==> config.mk <==
export PLATFORM = sky130hd
export DESIGN_NAME = irq_aggregator
export DESIGN_NICKNAME = d
export VERILOG_FILES = /design/src/rtl/irqagg_pkg.sv /design/src/rtl/irqagg_decode.sv /design/src/rtl/irqagg_bank.sv /design/src/rtl/irq_aggregator.sv
export SDC_FILE = /design/constraint.sdc
export NUM_CORES = 1
export LEC_CHECK = 0
export CAP_MARGIN = 20
export CORE_ASPECT_RATIO = 0.5
export CORE_MARGIN = 4
export CORE_UTILIZATION = 33
export CTS_CLUSTER_DIAMETER = 50
export DETAILED_ROUTE_END_ITERATION = 10
export SYNTH_ARGS = -nofsm -noshare
export SYNTH_HDL_FRONTEND = slang
export SYNTH_SLANG_ARGS = --single-unit
==> constraint.sdc <==
create_clock -name clk -period 2.14 [get_ports clk]
set_input_delay 0.214 -clock clk [delete_from_list [all_inputs] [get_ports clk]]
set_output_delay 0.214 -clock clk [all_outputs]
set_load 0.05 [all_outputs]
==> src/rtl/irqagg_pkg.sv <==
`timescale 1ns/1ps
package irqagg_pkg;
  localparam int unsigned SRC_PER_WORD = 32;
  localparam int unsigned REG_BYTES    = 4;

  // index width with a floor of one bit
  function automatic int unsigned idx_w(input int unsigned n);
    return (n <= 1) ? 1 : $clog2(n);
  endfunction

  // register slots (enable + status) per CPU bank
  function automatic int unsigned bank_slots(input int unsigned nw);
    return 2 * nw;
  endfunction

  // slot inside a group -> logical word number (reversed order)
  function automatic int unsigned flip_word(input int unsigned grp,
                                            input int unsigned nw);
    return nw - 1 - grp;
  endfunction
endpackage

==> src/rtl/irqagg_decode.sv <==
`timescale 1ns/1ps
module irqagg_decode
  import irqagg_pkg::*;
#(
  parameter int unsigned NW     = 4,
  parameter int unsigned N_CPUS = 2,
  parameter int unsigned ADDR_W = 8,
  localparam int unsigned CPU_W = idx_w(N_CPUS),
  localparam int unsigned WD_W  = idx_w(NW)
) (
  input  logic [ADDR_W-1:0] addr,
  output logic              hit,
  output logic [CPU_W-1:0]  cpu_idx,
  output logic              is_status,
  output logic [WD_W-1:0]   word_idx
);
  localparam int unsigned SLOTS = bank_slots(NW);
  localparam int unsigned LIMIT = N_CPUS * SLOTS;

  int unsigned slot, rem, grp;

  always_comb begin
    slot      = int'(addr[ADDR_W-1:2]);
    hit       = slot < LIMIT;
    rem       = slot % SLOTS;
    is_status = rem >= NW;
    grp       = is_status ? rem - NW : rem;
    cpu_idx   = CPU_W'(slot / SLOTS);
    word_idx  = WD_W'(flip_word(grp, NW));
  end
endmodule

==> src/rtl/irqagg_bank.sv <==
`timescale 1ns/1ps
module irqagg_bank
  import irqagg_pkg::*;
#(
  parameter int unsigned NW = 4,
  localparam int unsigned WD_W  = idx_w(NW),
  localparam int unsigned SRC_W = NW * SRC_PER_WORD
) (
  input  logic             clk,
  input  logic             rst_n,
  input  logic [SRC_W-1:0] src,
  input  logic             wr_en,
  input  logic             sel,
  input  logic             is_status,
  input  logic [WD_W-1:0]  word_idx,
  input  logic [31:0]      wdata,
  output logic [SRC_W-1:0] en_flat,
  output logic             irq_o
);
  logic pend_any;

  for (genvar w = 0; w < NW; w++) begin : g_word
    logic [31:0] en_q;
    logic        w_hit;
    assign w_hit = wr_en && sel && !is_status && (word_idx == WD_W'(w));
    always_ff @(posedge clk) begin
      if (!rst_n)     en_q <= '0;
      else if (w_hit) en_q <= wdata;
    end
    assign en_flat[w*SRC_PER_WORD +: SRC_PER_WORD] = en_q;
  end

  assign pend_any = |(src & en_flat);

  always_ff @(posedge clk) begin
    if (!rst_n) irq_o <= 1'b0;
    else        irq_o <= pend_any;
  end

  AST_EN_ZERO_QUIET: assert property (@(posedge clk) disable iff (!rst_n)
    (en_flat == '0) |=> !irq_o);
  AST_UNSELECTED_HOLD: assert property (@(posedge clk) disable iff (!rst_n)
    !(wr_en && sel) |=> $stable(en_flat));
  AST_STATUS_WR_HOLD: assert property (@(posedge clk) disable iff (!rst_n)
    (wr_en && sel && is_status) |=> $stable(en_flat));
endmodule

==> src/rtl/irq_aggregator.sv <==
`timescale 1ns/1ps
module irq_aggregator
  import irqagg_pkg::*;
#(
  parameter int unsigned NW     = 4,
  parameter int unsigned N_CPUS = 2,
  parameter int unsigned ADDR_W = 8,
  localparam int unsigned CPU_W = idx_w(N_CPUS),
  localparam int unsigned WD_W  = idx_w(NW),
  localparam int unsigned SRC_W = NW * SRC_PER_WORD
) (
  input  logic              clk,
  input  logic              rst_n,
  input  logic [SRC_W-1:0]  src_level,
  input  logic              wr_en,
  input  logic              rd_en,
  input  logic [ADDR_W-1:0] addr,
  input  logic [31:0]       wdata,
  output logic [31:0]       rdata,
  output logic [N_CPUS-1:0] cpu_irq
);
  logic             dec_hit;
  logic [CPU_W-1:0] dec_cpu;
  logic             dec_status;
  logic [WD_W-1:0]  dec_word;
  logic [SRC_W-1:0] en_all [N_CPUS];
  logic [N_CPUS-1:0] bank_sel;
  logic [31:0]      rd_word;

  irqagg_decode #(.NW(NW), .N_CPUS(N_CPUS), .ADDR_W(ADDR_W)) u_dec (
    .addr      (addr),
    .hit       (dec_hit),
    .cpu_idx   (dec_cpu),
    .is_status (dec_status),
    .word_idx  (dec_word)
  );

  for (genvar c = 0; c < N_CPUS; c++) begin : g_cpu
    assign bank_sel[c] = dec_hit && (dec_cpu == CPU_W'(c));
    irqagg_bank #(.NW(NW)) u_bank (
      .clk       (clk),
      .rst_n     (rst_n),
      .src       (src_level),
      .wr_en     (wr_en),
      .sel       (bank_sel[c]),
      .is_status (dec_status),
      .word_idx  (dec_word),
      .wdata     (wdata),
      .en_flat   (en_all[c]),
      .irq_o     (cpu_irq[c])
    );
  end

  always_comb begin
    rd_word = '0;
    if (dec_hit) begin
      if (dec_status) rd_word = src_level[dec_word*SRC_PER_WORD +: SRC_PER_WORD];
      else            rd_word = en_all[dec_cpu][dec_word*SRC_PER_WORD +: SRC_PER_WORD];
    end
  end

  always_ff @(posedge clk) begin
    if (!rst_n)     rdata <= '0;
    else if (rd_en) rdata <= rd_word;
    else            rdata <= '0;
  end

  AST_OOR_READ_ZERO: assert property (@(posedge clk) disable iff (!rst_n)
    (rd_en && !dec_hit) |=> (rdata == '0));
  AST_IDLE_READ_ZERO: assert property (@(posedge clk) disable iff (!rst_n)
    !rd_en |=> (rdata == '0));
  AST_IRQ_NEEDS_SRC: assert property (@(posedge clk) disable iff (!rst_n)
    (cpu_irq != '0) |-> $past(|src_level));
  AST_SEL_ONEHOT: assert property (@(posedge clk) disable iff (!rst_n)
    $onehot0(bank_sel));
endmodule

---- Yosys cells after proc, flatten, opt, wreduce, memory -nomap -nowiden ----
Cells that the tools add are included.
storage, ports and cells
  logic and storage cells ................. 49
  input port bits ......................... 172
  register bits ........................... 290
operators by class
  $lt $le $gt $ge ......................... 3
  reduce and logical (&&, ||, !) cells .... 19
  equal/unequal tests ..................... 3
  shifts and indexed selects .............. 2
  bitwise operators ....................... 4
  muxes and demuxes ....................... 5
  add/subtract/negate cells ............... 2
operators with widths
  kind                                                         number
  two-way mux 128 bit                                          3
  bitwise AND 128 bit                                          2
  OR reduction 128 bit                                         2
  indexed part select 128 x 8 -> 32 bit                        2
  two-way mux 32 bit                                           1
  logical AND 1 bit                                            14
  less-than comparator 6 x 5 -> 1 bit (second input constant)  1
  == test 2 bit (second input constant)                        2
  greater-or-equal comparator 3 bit (second input constant)    1
  AND reduction 3 bit                                          1
  == test 2 x 1 -> 1 bit (second input constant)               1
  greater-or-equal comparator 2 bit (second input constant)    1
  zero test 2 bit                                              1
  two-way mux 2 bit                                            1
  NOT 1 -> 2 bit                                               1
  subtractor 2 x 1 -> 2 bit (second input constant)            1
  subtractor 2 bit (first input constant)                      1
  zero test 1 bit                                              1
  NOT 1 bit                                                    1

---- Logic depth before layout (Yosys ltp) ----
Gate-level depths: netlist (run 1).
  word-level depth ........................ 6
  mapped depth ............................ 7

---- Hierarchy ----
From an unflattened synthesis (run 1), not the netlist that was laid out.
second synthesis, totals
  cells, all modules ...................... 1560
  area total of the unflattened synthesis .. 13754.4 um2
modules (own cells, without submodules)
  module          cells an instance  sequential area each (um2)  area an instance (um2)  times used
  irqagg_bank     646                2582.5                      5034.8                  2
  irq_aggregator  263                640.6                       3662.3                  1
  irqagg_decode   5                  0.0                         22.5                    1

---- Least setup slack after synthesis (run 1) ----
No wires, ideal clock.
  path kind ............................... input to register
  from .................................... input port addr[5]
  to ...................................... register rdata[21]
  data arrival time ....................... 1.488 ns
  cell stages on the path ................. 7
  path slack .............................. 0.524 ns
  setup time .............................. 0.128 ns
  data required time ...................... 2.012 ns
  cells stage by stage .................... buf_2 buf_4 mux4_2 mux2i_1 nor2_1 a21oi_1 nor2_1
between the ends
  cells in the longest elaborated chain, start to end .. 6
RTL lines
  item                                                     line                  text
  from (decl)                                              irq_aggregator.sv:17  input logic [ADDR_W-1:0] addr,
  NOT 1 -> 2 bit (implied by the code)                     irq_aggregator.sv:58  else rd_word = en_all[dec_cpu][dec_word*SRC_PER_WORD +: SRC_PER_WORD];
  two-way mux 128 bit (implied by the code) (3 in series)  irq_aggregator.sv:58
  indexed part select 128 x 8 -> 32 bit                    irq_aggregator.sv:58
  two-way mux 32 bit                                       irq_aggregator.sv:57  if (dec_status) rd_word = src_level[dec_word*SRC_PER_WORD +: SRC_PER_WORD];
  to (signal assigned)                                     irq_aggregator.sv:64  else if (rd_en) rdata <= rd_word;
  to (decl)                                                irq_aggregator.sv:19  output logic [31:0] rdata,
Several ways; a longest one is shown, not always the timed one. The select of a mux whose other input is x is not followed.
A chain may end at the register's enable or synchronous reset.

---- Final worst setup path (run 1) ----
  from .................................... register g_cpu[1].u_bank.irq_o
  to ...................................... output port cpu_irq[1]
RTL lines
  item                    line                  text
  from (decl)             irqagg_bank.sv:18     output logic irq_o
  from (signal assigned)  irqagg_bank.sv:37     else irq_o <= pend_any;
  to (decl)               irq_aggregator.sv:20  output logic [N_CPUS-1:0] cpu_irq
No word-level cell between the ends.

==> metrics.txt, run 1 <==
# DRC=0; M3 GR Usage=0.07267; drt wl/cell=27.28 microns; share of layout cells above drive strength 1=0.1383; final setup violating endpoints=0; vias per inst=5.847; PD cells=683.3 mW/mm^2; crit end category=output port; switch share=0.2529; Post-Synthesis Mean Instance Area=8.710 sq um; H-tree Lvls=1; worst slack at placement=-0.1862 ns; WP data required=1.93 ns; Ys Warns=0; I/O Buffers=203; Synth Area in Simple Gates=0.1790; Final Hold Violating Endpoints=0; cts repair resizes=0; Worst Hold Depth=4; multi-input combinational cell area=0.007557 sq mm; total power=12440 uW; R2R cell count=5; Final ANT Viol Nets=0; cell count after synthesis=1618; CP Launch Type=flop; GP Congestion=0.9796; Crit path depth=1; Final Slew Violations=0; worst vdd ir=0.0005083 V; filler instances=4088; slack of the critical path=0.02376 ns; max frequency=472.5 MHz; hold_ws=0.2628 ns; post-synthesis mux area share=0.1761; Register Area=0.005806 sq mm; Routed WL=65.29 mm; Synth Cell Area=0.01409 sq mm; Comb power frac=0.110; crit path max fanout=1; power share of the clock group=0.451; vias in the first global route=12800; fin nets=1967; CP cell instances=clkdlybuf4s50_1; Pre-antenna DRT Iters=6; syn_nets=1790; antenna violations before repair=5; Min-Delay Path Class=in2reg; CTS Buf Count=31; die area=0.04628 sq mm; Max-slew headroom=0.4342; GRT overflow=0; arrival time at the worst endpoint=1.90 ns; Initial Utilization=0.3347; Largest stage delay, worst path=0.87 ns; GRT Util Overall=0.2712; io pins=206; worst-skew pair later-pin latency=0.58 ns; Die W=300.3 microns; postcts setup bufs=0; status=finished, final reports clean; final worst-path cycle share=0.9889; Placeable Area=0.04211 sq mm; CP max stage cell=clkdlybuf4s50_1; DR iter-0 viols=2200; synthesized flop and latch total=290; Setup TNS=0 ns; Post-Synth XOR/XNOR Area=0; library cells used by synthesis=27; RSZ-0062 raised after global routing=no; fin crit period=2.116 ns; Finished Layout Cells=2393; Compound-Gate Fraction of Synth Area=0.1784; Post-Synth Adder-Cell Area=0; Sink Count=290; CTS root buffer=clkbuf_16; P_leak=0.006026 uW; met1 Use GR=0.3742; Worst-Margin Slew=0.8487 ns; register area share after synthesis=0.4119; Layout Skew=0.01692 ns; row count=53; number of hold buffers added after cts=0; first-pass GRT wire length=92.53 mm; Die Height=154.1 microns; Final HPWL DP=47.88 mm; Reg power frac=0.439; crit path buf inv count=1; synthesis-to-finish area growth=29.20%; CTS tree=yes; largest family of logic cells by synthesized area=simple AND/OR/NAND/NOR gates; CP delay by family, top=buffers and inverters; max cap viols=0; clock buffer depth=3; Via Count=13990; global-route track usage on met2=0.4106; CP Class=reg2out; most crowded layer after global routing=met2; Clock transition at path regs=0.06 ns; cell-internal power=9296 uW; maximum number of pins on one net before global-route repair=65; Psw=3147 uW; placed cell count=2339
==> final timing paths <==
| path | slack (ns) | end | from |
|---|---|---|---|
| max | 0.02 | cpu_irq[1] | g_cpu[1].u_bank.irq_o |
| min | 0.26 | rdata[0] | addr[3] |
| max reg2reg | 0.27 | g_cpu[1].u_bank.irq_o | g_cpu[1].u_bank.g_word[1].en_q[4] |
| min reg2reg | 0.47 | g_cpu[1].u_bank.g_word[2].en_q[11] | g_cpu[1].u_bank.g_word[2].en_q[11] |
==> per-stage QoR <==
stage	cell area (sq um)	utilization
floorplan	14090	-
global placement	17170	0.4076
detailed placement	17170	0.4076
CTS	18210	0.4324
global route	18210	0.4324
finish	18210	0.4324
==> final cells by class <==
type / count / area share
Timing Repair Buffer: 296 / 0.1687
Sequential cell: 290 / 0.3188
Antenna cell: 1 / 0.0001374
Clock inverter: 12 / 0.008658
Tap cell: 577 / 0.03965
Inverter: 1 / 0.0004810
Multi-Input combinational cell: 1175 / 0.4150
Clock buffer: 41 / 0.04851
==> cell usage after synthesis <==
master | instances | area [sq um]
nand4_1 | 16 | 100.1
and2b_1 | 1 | 7.510
nand3_1 | 11 | 55.05
a22oi_1 | 48 | 360.4
nor3_2 | 2 | 20.02
nand3b_1 | 4 | 30.03
buf_2 | 47 | 235.2
or3_1 | 2 | 12.51
mux4_2 | 96 | 2162
nor2_1 | 65 | 244.0
clkbuf_1 | 64 | 240.2
nor4b_2 | 1 | 15.01
buf_4 | 36 | 270.3
nor4_1 | 6 | 37.54
a21oi_1 | 288 | 1441
a221oi_1 | 40 | 350.3
dfxtp_1 | 290 | 5806
nor3b_2 | 4 | 50.05
and3_1 | 2 | 12.51
buf_1 | 5 | 18.77
mux2i_1 | 32 | 320.3
a31oi_1 | 2 | 12.51
clkinv_1 | 1 | 3.750
a22o_1 | 40 | 350.3
nand2_1 | 513 | 1926
nand2b_1 | 1 | 6.260
and2_1 | 1 | 6.260
==> kinds of logic (layout without fill, tap and decap cells) <==
| group | count (synthesis) | after routing |
|---|---|---|
| flip-flops | 290 | 290 |
| buffers and inverters | 153 | 350 |
| other | 0 | 1 |
| multiplexers | 128 | 128 |
| AO/OA/AOI/OAI | 418 | 418 |
| AND/OR/NAND/NOR | 629 | 629 |
==> sequential cells by signal, indices dropped and copies added (netlist names) <==
signal,cells
g_cpu.u_bank.g_word.en_q,256
g_cpu.u_bank.irq_o,2
rdata,32
==> power by group through the flow <==
stage	clock (uW)	combinational (uW)	sequential, uW
finish	5610	1370	5460
global placement	0	1340	5580
global route	5850	1410	5460
floorplan	0	568	5590
CTS	5620	1350	5460
detailed placement	0	1340	5580
==> cell usage in the layout, fill, tap and decap left out, drive strengths merged <==
cell type      Yosys  routed
a21oi            288     288
a221oi            40      40
a22o              40      40
a22oi             48      48
a31oi              2       2
and2               1       1
and2b              1       1
and3               2       2
buf               88      97
bufinv             0       3
clkbuf            64      41
clkdlybuf4s50      0     199
clkinv             1       6
clkinvlp           0       2
dfxtp            290     290
diode              0       1
inv                0       2
mux2i             32      32
mux4              96      96
nand2            513     513
nand2b             1       1
nand3             11      11
nand3b             4       4
nand4             16      16
nor2              65      65
nor3               2       2
nor3b              4       4
nor4               6       6
nor4b              1       1
or3                2       2
==> per-layer routing <==
layer | vias up | routed length, microns
met3 | 145 | 8421
met1 | 6749 | 25770
li1 | 6109 | -
met2 | 986 | 28440
met4 | 2 | 2644
met5 | - | 13
No activity file was read; power rests on OpenSTA's default activity.
==> inputs of run 2 (changes only) <==
TNS_END_PERCENT = 5   (was default)
==> results of run 2 <==
The final DEF is identical to that of run 1; final timing and power are the same.
==> inputs of run 3 (changes only) <==
RECOVER_POWER = 100   (was default)
==> metrics.txt, run 3 (same netlist as run 1, synthesis figures left out) <==
Final Hold Violating Endpoints=0; most frequent cells in the layout=513 x nand2_1, 290 x dfxtp_1, 288 x a21oi_1; slack of the critical path=0.01398 ns; CP max stage cell=clkdlybuf4s50_1; synthesis-to-finish area growth=28.22%; clock buffer depth=3; Area after DPL=0.01717 sq mm; Final HPWL DP=47.88 mm; GRT overflow=0; fin nets=1967; io pins=206; biggest regs=g_cpu.u_bank.g_word.en_q (256), rdata (32), g_cpu.u_bank.irq_o (2); Final ANT Viol Nets=0; worst-skew pair later-pin latency=0.58 ns; Critical Path Source=g_cpu[1].u_bank.irq_o; placed cell count=2339; CTS tree=yes; Pre-antenna DRT Iters=5; final worst-path cycle share=0.9935; Initial Utilization=0.3347; cts repair resizes=0; vias per inst=5.880; Placeable Area=0.04211 sq mm; WP data required=1.93 ns; P_leak=0.006040 uW; Die W=300.3 microns; antenna violations before repair=4; Max-slew headroom=0.4347; fin crit period=2.126 ns; PD cells=686.7 mW/mm^2; number of hold buffers added after cts=0; Antenna Cells=0; register bank with the most flops=g_cpu.u_bank.g_word.en_q; drt wl/cell=27.32 microns; max frequency=470.4 MHz; Clock transition at path regs=0.06 ns; total power=12410 uW; CTS root buffer=clkbuf_16; first-pass GRT wire length=92.53 mm; fin area=0.01807 sq mm; Worst Hold Launch=addr[3]; max FFs per register=256; Finished Layout Cells=2392; # DRC=0; crit end category=output port; maximum number of pins on one net before global-route repair=65; worst slack at placement=-0.1862 ns; Final Slew Violations=0; arrival time at the worst endpoint=1.91 ns; Via Count=14060; row count=53; die area=0.04628 sq mm; max cap viols=0; RSZ-0062 raised after global routing=no; CP Launch Type=flop; postcts setup bufs=0; GRT Util Overall=0.2712; crit path buf inv count=1; Worst R2R Start=g_cpu[1].u_bank.g_word[1].en_q[4]; CP Class=reg2out; CP cell instances=clkdlybuf4s50_1; Sink Count=290; Layout Skew=0.01435 ns; vias in the first global route=12800; Die Height=154.1 microns; Min-Delay Path Class=in2reg; crit path max fanout=1; status=finished, final reports clean; CTS Buf Count=31; I/O Buffers=203; filler instances=4106; Worst-Margin Slew=0.8480 ns; CP delay by family, top=buffers and inverters; most common cell after layout, fill and taps aside=nand2_1; share of layout cells above drive strength 1=0.1273; GP Congestion=0.9796; H-tree Lvls=1; Routed WL=65.35 mm; final setup violating endpoints=0; DR iter-0 viols=2146; Largest stage delay, worst path=0.87 ns; worst vdd ir=0.0005123 V
==> run 3: changes by cell type in the layout (fill, tap and decap cells not counted), moves of 2 or more <==
| cell | previous run | this run |
|---|---|---|
| nor3b_2 | 0 | 4 |
| buf_4 | 67 | 42 |
| clkdlybuf4s50_1 | 199 | 167 |
| dlygate4sd3_1 | 0 | 32 |
| clkbuf_1 | 3 | 22 |
| clkbuf_2 | 0 | 2 |
| nor3b_4 | 4 | 0 |
| buf_12 | 28 | 26 |
| clkbuf_4 | 0 | 5 |
==> run 3: final timing paths <==
path	depth (start not counted)	slack, ns	endpoint
min reg2reg	2	0.47	g_cpu[1].u_bank.g_word[0].en_q[6]
max reg2reg	5	0.30	g_cpu[1].u_bank.irq_o
min	4	0.26	rdata[0]
max	1	0.01	cpu_irq[1]
==> run 3: final cells by class <==
class                      instances  area (sq um)  area share
clock buffer                      41         883.3     0.04888
multi-input combinational       1175          7520      0.4161
clock inverter                    12         157.7    0.008724
tap                              577         721.9     0.03995
inverter                           1         8.758   0.0004847
sequential                       290          5806      0.3213
timing repair buffer             296          2974      0.1646
==> run 3: power breakdown <==
group | switching [uW] | total, uW | leakage, uW | internal [uW]
combinational | 754 | 1350 | 0.00319 | 595
clock | 2350 | 5600 | 0.000511 | 3250
sequential | 32.1 | 5460 | 0.00234 | 5430
==> run 3: metal layers <==
metal / share of wire / GRT usage / vias up / routed length, microns
met5: 0.00020 / 0 / - / 13
met4: 0.041 / 0.09448 / 2 / 2692
met3: 0.13 / 0.07267 / 152 / 8201
met2: 0.44 / 0.4106 / 934 / 28440
met1: 0.40 / 0.3742 / 6864 / 26000
li1: - / - / 6112 / -
==> run 3: metrics by stage <==
step | hold WS [ns] | util | TNS (ns)
after floorplan | 0.4282 | - | 0
after global placement | 0.4571 | 0.4076 | -14.28
after detailed placement | 0.4620 | 0.4076 | -16.71
after CTS | 0.2466 | 0.4324 | 0
after global routing | 0.2818 | 0.4291 | 0
final | 0.2607 | 0.4291 | 0
